<file path="config.mk">
export PLATFORM = sky130hd
export DESIGN_NAME = txreq_pin_ctrl
export DESIGN_NICKNAME = d
export VERILOG_FILES = /design/src/rtl/txreq_pkg.sv /design/src/rtl/txreq_strobe.sv /design/src/rtl/txreq_fifo.sv /design/src/rtl/txreq_req_gen.sv /design/src/rtl/txreq_pin_ctrl.sv
export SDC_FILE = /design/constraint.sdc
export NUM_CORES = 1
export LEC_CHECK = 0
export ABC_AREA = 1
export CAP_MARGIN = 30
export CORE_AREA = 5 5 95 53
export CTS_CLUSTER_DIAMETER = 40
export DETAILED_ROUTE_END_ITERATION = 8
export DIE_AREA = 0 0 100 58
export PLACE_DENSITY = 0.73
export SLEW_MARGIN = 20
export SYNTH_ARGS = -nofsm -noshare
export SYNTH_HDL_FRONTEND = slang
export SYNTH_SLANG_ARGS = --single-unit
</file>
<file path="constraint.sdc">
create_clock -name clk -period 2.26 [get_ports clk]
set_input_delay 0.678 -clock clk [delete_from_list [all_inputs] [get_ports clk]]
set_output_delay 0.678 -clock clk [all_outputs]
set_load 0.05 [all_outputs]
</file>
<file path="src/rtl/txreq_pkg.sv">
package txreq_pkg;

    parameter int unsigned TXQ_DEPTH = 4;
    parameter int unsigned TXQ_WIDTH = 8;

    typedef enum logic {
        PIN_AS_DTR = 1'b0,
        PIN_AS_REQ = 1'b1
    } pin_fn_e;

    typedef struct packed {
        pin_fn_e fn;
        logic    whole_empty;
        logic    early_clr;
        logic    dtr_on;
    } pin_cfg_t;

    localparam pin_cfg_t CFG_RESET = '{fn: PIN_AS_DTR, whole_empty: 1'b0,
                                       early_clr: 1'b0, dtr_on: 1'b0};

    // Request threshold: whole-queue mode needs zero occupancy; exit-slot
    // mode also counts the last byte leaving in this cycle.
    function automatic logic slot_free(input logic whole, input logic lvl_zero,
                                       input logic lvl_one, input logic popping);
        return lvl_zero || (!whole && lvl_one && popping);
    endfunction

endpackage

</file>
<file path="src/rtl/txreq_strobe.sv">
module txreq_strobe (
    input  logic clk,
    input  logic rst,
    input  logic wr_n,
    output logic wr_active,
    output logic wr_finish
);
    logic wr_q;

    always_ff @(posedge clk) begin
        if (rst) wr_q <= 1'b1;
        else     wr_q <= wr_n;
    end

    assign wr_active = ~wr_n;
    assign wr_finish = ~wr_q & wr_n;
endmodule

</file>
<file path="src/rtl/txreq_fifo.sv">
module txreq_fifo #(
    parameter int unsigned DEPTH = 4,
    parameter int unsigned WIDTH = 8,
    localparam int unsigned PTR_W = (DEPTH > 1) ? $clog2(DEPTH) : 1,
    localparam int unsigned LVL_W = $clog2(DEPTH + 1)
) (
    input  logic             clk,
    input  logic             rst,
    input  logic             clr,
    input  logic             push,
    input  logic [WIDTH-1:0] din,
    input  logic             pop,
    output logic [WIDTH-1:0] dout,
    output logic [LVL_W-1:0] level,
    output logic             pop_ok,
    output logic             overrun
);
    logic [WIDTH-1:0] mem [DEPTH];
    logic [PTR_W-1:0] wr_ptr, rd_ptr, wr_nxt, rd_nxt;
    logic             full, empty, push_ok;

    assign full    = (level == LVL_W'(DEPTH));
    assign empty   = (level == '0);
    assign push_ok = push && !full;
    assign pop_ok  = pop && !empty;

    generate
        if (DEPTH > 1 && (DEPTH & (DEPTH - 1)) == 0) begin : g_pow2
            assign wr_nxt = wr_ptr + 1'b1;
            assign rd_nxt = rd_ptr + 1'b1;
        end else begin : g_wrap
            assign wr_nxt = (wr_ptr == PTR_W'(DEPTH - 1)) ? '0 : wr_ptr + 1'b1;
            assign rd_nxt = (rd_ptr == PTR_W'(DEPTH - 1)) ? '0 : rd_ptr + 1'b1;
        end
    endgenerate

    always_ff @(posedge clk) begin
        if (push_ok) mem[wr_ptr] <= din;
    end

    always_ff @(posedge clk) begin
        if (rst || clr) begin
            wr_ptr  <= '0;
            rd_ptr  <= '0;
            level   <= '0;
            overrun <= 1'b0;
        end else begin
            if (push_ok) wr_ptr <= wr_nxt;
            if (pop_ok)  rd_ptr <= rd_nxt;
            level   <= level + LVL_W'(push_ok) - LVL_W'(pop_ok);
            overrun <= overrun | (push & full);
        end
    end

    assign dout = mem[rd_ptr];
endmodule

</file>
<file path="src/rtl/txreq_req_gen.sv">
module txreq_req_gen
    import txreq_pkg::*;
(
    input  logic     clk,
    input  logic     rst,
    input  logic     clr,
    input  pin_cfg_t cfg,
    input  logic     lvl_zero,
    input  logic     lvl_one,
    input  logic     pop_ok,
    input  logic     wr_active,
    input  logic     wr_finish,
    output logic     req_q
);
    logic blank;

    // End of every write forces one inactive cycle; early mode also blanks
    // for the whole strobe.
    assign blank = wr_finish | (cfg.early_clr & wr_active);

    always_ff @(posedge clk) begin
        if (rst || clr) req_q <= 1'b0;
        else            req_q <= slot_free(cfg.whole_empty, lvl_zero, lvl_one, pop_ok) & ~blank;
    end
endmodule

</file>
<file path="src/rtl/txreq_pin_ctrl.sv">
module txreq_pin_ctrl
    import txreq_pkg::*;
#(
    parameter int unsigned DEPTH = TXQ_DEPTH,
    parameter int unsigned WIDTH = TXQ_WIDTH,
    localparam int unsigned LVL_W = $clog2(DEPTH + 1)
) (
    input  logic             clk,
    input  logic             rst,
    input  logic             chan_rst,
    input  logic             cfg_we,
    input  logic             cfg_req_mode,
    input  logic             cfg_whole_empty,
    input  logic             cfg_early_clr,
    input  logic             cfg_dtr,
    input  logic             wr_n,
    input  logic [WIDTH-1:0] wr_data,
    input  logic             pop,
    output logic [WIDTH-1:0] tx_data,
    output logic             tx_overrun,
    output logic             pin_n
);
    pin_cfg_t         cfg_q;
    logic [LVL_W-1:0] level;
    logic             pop_ok, wr_active, wr_finish, req_q;
    logic             mode_q, early_q;

    always_ff @(posedge clk) begin
        if (rst || chan_rst) cfg_q <= CFG_RESET;
        else if (cfg_we)     cfg_q <= '{fn: pin_fn_e'(cfg_req_mode), whole_empty: cfg_whole_empty,
                                        early_clr: cfg_early_clr, dtr_on: cfg_dtr};
    end

    txreq_strobe u_strobe (
        .clk       (clk),
        .rst       (rst),
        .wr_n      (wr_n),
        .wr_active (wr_active),
        .wr_finish (wr_finish)
    );

    txreq_fifo #(.DEPTH(DEPTH), .WIDTH(WIDTH)) u_fifo (
        .clk     (clk),
        .rst     (rst),
        .clr     (chan_rst),
        .push    (wr_finish),
        .din     (wr_data),
        .pop     (pop),
        .dout    (tx_data),
        .level   (level),
        .pop_ok  (pop_ok),
        .overrun (tx_overrun)
    );

    txreq_req_gen u_req (
        .clk       (clk),
        .rst       (rst),
        .clr       (chan_rst),
        .cfg       (cfg_q),
        .lvl_zero  (level == '0),
        .lvl_one   (level == LVL_W'(1)),
        .pop_ok    (pop_ok),
        .wr_active (wr_active),
        .wr_finish (wr_finish),
        .req_q     (req_q)
    );

    assign mode_q  = (cfg_q.fn == PIN_AS_REQ);
    assign early_q = cfg_q.early_clr;
    assign pin_n   = mode_q ? ~req_q : ~cfg_q.dtr_on;
endmodule

</file>
==> results.md <==
* P per Cell Area at 658 nW/µm²
* Most used cell, CP: buf_4
* Yosys Warn Count at 0
* Pre-CTS setup slack at -185 ps
* Distinct cells, synth at 19
* Commonest non-fill, non-tap cell in the layout: edfxtp_1
* RSZ-0062 raised after global routing: no
* Number of fill cells in the layout at 355
* CP Cell Sequence: buf_4 > o21ai_0 > o22ai_1 > buf_4
* Drt via density at ~4.8
* Syn_nets at ~200
* Slew Limit Fails at 0
* Leakage Power at roughly 0.93 nW
* Post-CTS Resized at 0
* Die width at ~100 µm
* Outcome: finished, final reports clean
* Post-CTS Setup Inserts at 0
* # DRC at 0
* Hold Crit Class: flip-flop to flip-flop
* Post-Syn Area at 1950 µm²
* Dpl hpwl at roughly 2800 µm
* M1 wire length at around 1900 µm
* Pin count of the biggest net entering global routing at 17
* CP max-delay cell: dfxtp_1
* Routed wl met3 at 264 µm
* Number of global-route vias before repair at about 1.3k
* Clk Latency, worst-skew pair at 300 ps
* CP Class: flip-flop to primary output
* DR WL/cell at between 10 and 15 µm
* Syn-to-layout area delta at 24.8%
* Post-synthesis sequential area ratio at 0.656
* Hold buffers post-CTS at 0
* Synth Register Bits at 48
* GR Util All Layers at 0.143
* Clk sink count at 48
* Congestion Overflow GR at 0
* Fmax at 0.467 GHz
* Initial core utilization at 0.471
* Die area at ~5800 µm²
* Hold slack at between 400 and 500 ps
* Mapped Cells at 180
* Final #Nets at around 250
* Worst path arrival time at between 1000 and 1500 ps
* # rows at 17
* Share of layout cells above drive strength 1 at 0.161
* Top sig layer: met4
* Routability Congestion at 0.756
* Final period util at 0.947
* CTS Buf Count at 5
* Critical path's largest stage delay at around 440 ps
* Initial antenna violation count at 0
* Clock buffer depth at 2
* Worst Path Required at 1580 ps
* Detailed Route WL at roughly 3800 µm
* Final Setup Violations at 0
* Peak VDD IR at a little under 0.3 mV
* Worst Setup End Kind: primary output
* Core area at about 4100 µm²
* Max-cap violations at 0
* Crit-path max FO at 6
* Minimum clock period at ~2100 ps
* IO Count at 28
* Root Driver: clkbuf_8
* Clock transition at the registers of the reported paths at roughly 80 ps
* Pre-Repair DR Iteration Count at 5
* Post-route ant nets at 0
* Die height at between 50 and 60 µm
* Vias at 1,350
* Total power at 1.60 mW
* ANT cells at 0
* Slew at the pin closest to its max-slew limit at just under 500 ps
* Fin Setup TNS at 0 ps
* Slew HR at 0.670
* Crit path launch type: flip-flop
* Most frequent cells in the layout: edfxtp_1, nor2_1, nand2_1
* Global-route wire length before repair at between 6000 and 7000 µm
* Hold Vio Cnt, Final at 0
* Mean Syn Cell Area at about 11 µm²
* Layout Utilization at 0.588
* I/O Buffers at 27
* Setup WS post-layout at ~120 ps
* Drt initial violations at 45
* Metal2 WL at roughly 1500 µm
* Worst Clk Skew at just over 5 ps
* H-Tree Level Count at 2
* CTS tree: built
## Yosys cell counts (all sizes together)
master	n	area (µm²)
buf	2	22.5
nand3	4	20.0
o21ai	17	92.6
or2	1	6.26
o22ai	8	50.1
nor2	36	153
mux2i	1	10.0
fa	1	20.0
inv	23	86.3
dfxtp	16	320
ha	6	75.1
a21oi	10	50.1
edfxtp	32	961
nand2	23	86.3
## stage by stage
| step | std cells | area, µm² |
|---|---|---|
| detailed placement | 272 | 2350 |
| global route | 280 | 2440 |
| global placement | 272 | 2350 |
| floorplan | 180 | 1950 |
| CTS | 280 | 2430 |
| finish | 280 | 2440 |
## routing by layer
| layer | GRT usage | vias to the layer above |
|---|---|---|
| li1 | - | 687 |
| met1 | 0.215 | 622 |
| met2 | 0.190 | 33 |
| met3 | 0.0361 | 8 |
| met4 | 0.0691 | 0 |
| met5 | 0 | - |
## final timing paths
kind | from | to | slack [ps] | cells after the start
setup / recovery | flip-flop | tx_data[1] | 120 | 4
hold / removal | u_fifo.overrun | u_fifo.overrun | 470 | 2
setup reg to reg | u_fifo.level[1] | u_fifo.level[1] | 420 | 8
hold reg to reg | u_fifo.overrun | u_fifo.overrun | 470 | 2
## layout make-up
cell class / instances / area [µm²] / area share
Tap cell: 57 / 71.3 / 0.0293
Clock buffer: 6 / 72.6 / 0.0298
Clock inverter: 2 / 11.3 / 0.00462
Inverter: 23 / 88.8 / 0.0364
Multi-Input combinational cell: 107 / 563 / 0.231
Sequential cell: 48 / 1280 / 0.526
Timing Repair Buffer: 37 / 348 / 0.143
## critical path: cells and delay by family (launching register included)
family / cells / cell delay, ps
compound gates: 2 / 310
buf+inv: 2 / 410
flops: 1 / 440
## flip-flops by register name (all words and copies together), names as in the netlist, named ones only
| name | count |
|---|---|
| cfg_q | 2 |
| early_q | 1 |
| mode_q | 1 |
| u_fifo.level | 3 |
| u_fifo.mem | 32 |
| u_fifo.overrun | 1 |
| u_fifo.rd_ptr | 2 |
| u_fifo.wr_ptr | 2 |
| u_req.req_q | 1 |
| u_strobe.wr_q | 1 |
## power breakdown
| part | switching, mW | internal (mW) |
|---|---|---|
| registers | 0.00815 | 0.949 |
| logic | 0.0920 | 0.0684 |
| clock network | 0.273 | 0.215 |
| total | 0.373 | 1.23 |
## kinds of logic after synthesis
group           synth area share
fa+ha+maj                 0.0487
mux                      0.00513
buf+inv                   0.0557
flops                      0.656
simple gates               0.136
compound gates            0.0987
Power figures use the tool's default switching activity.
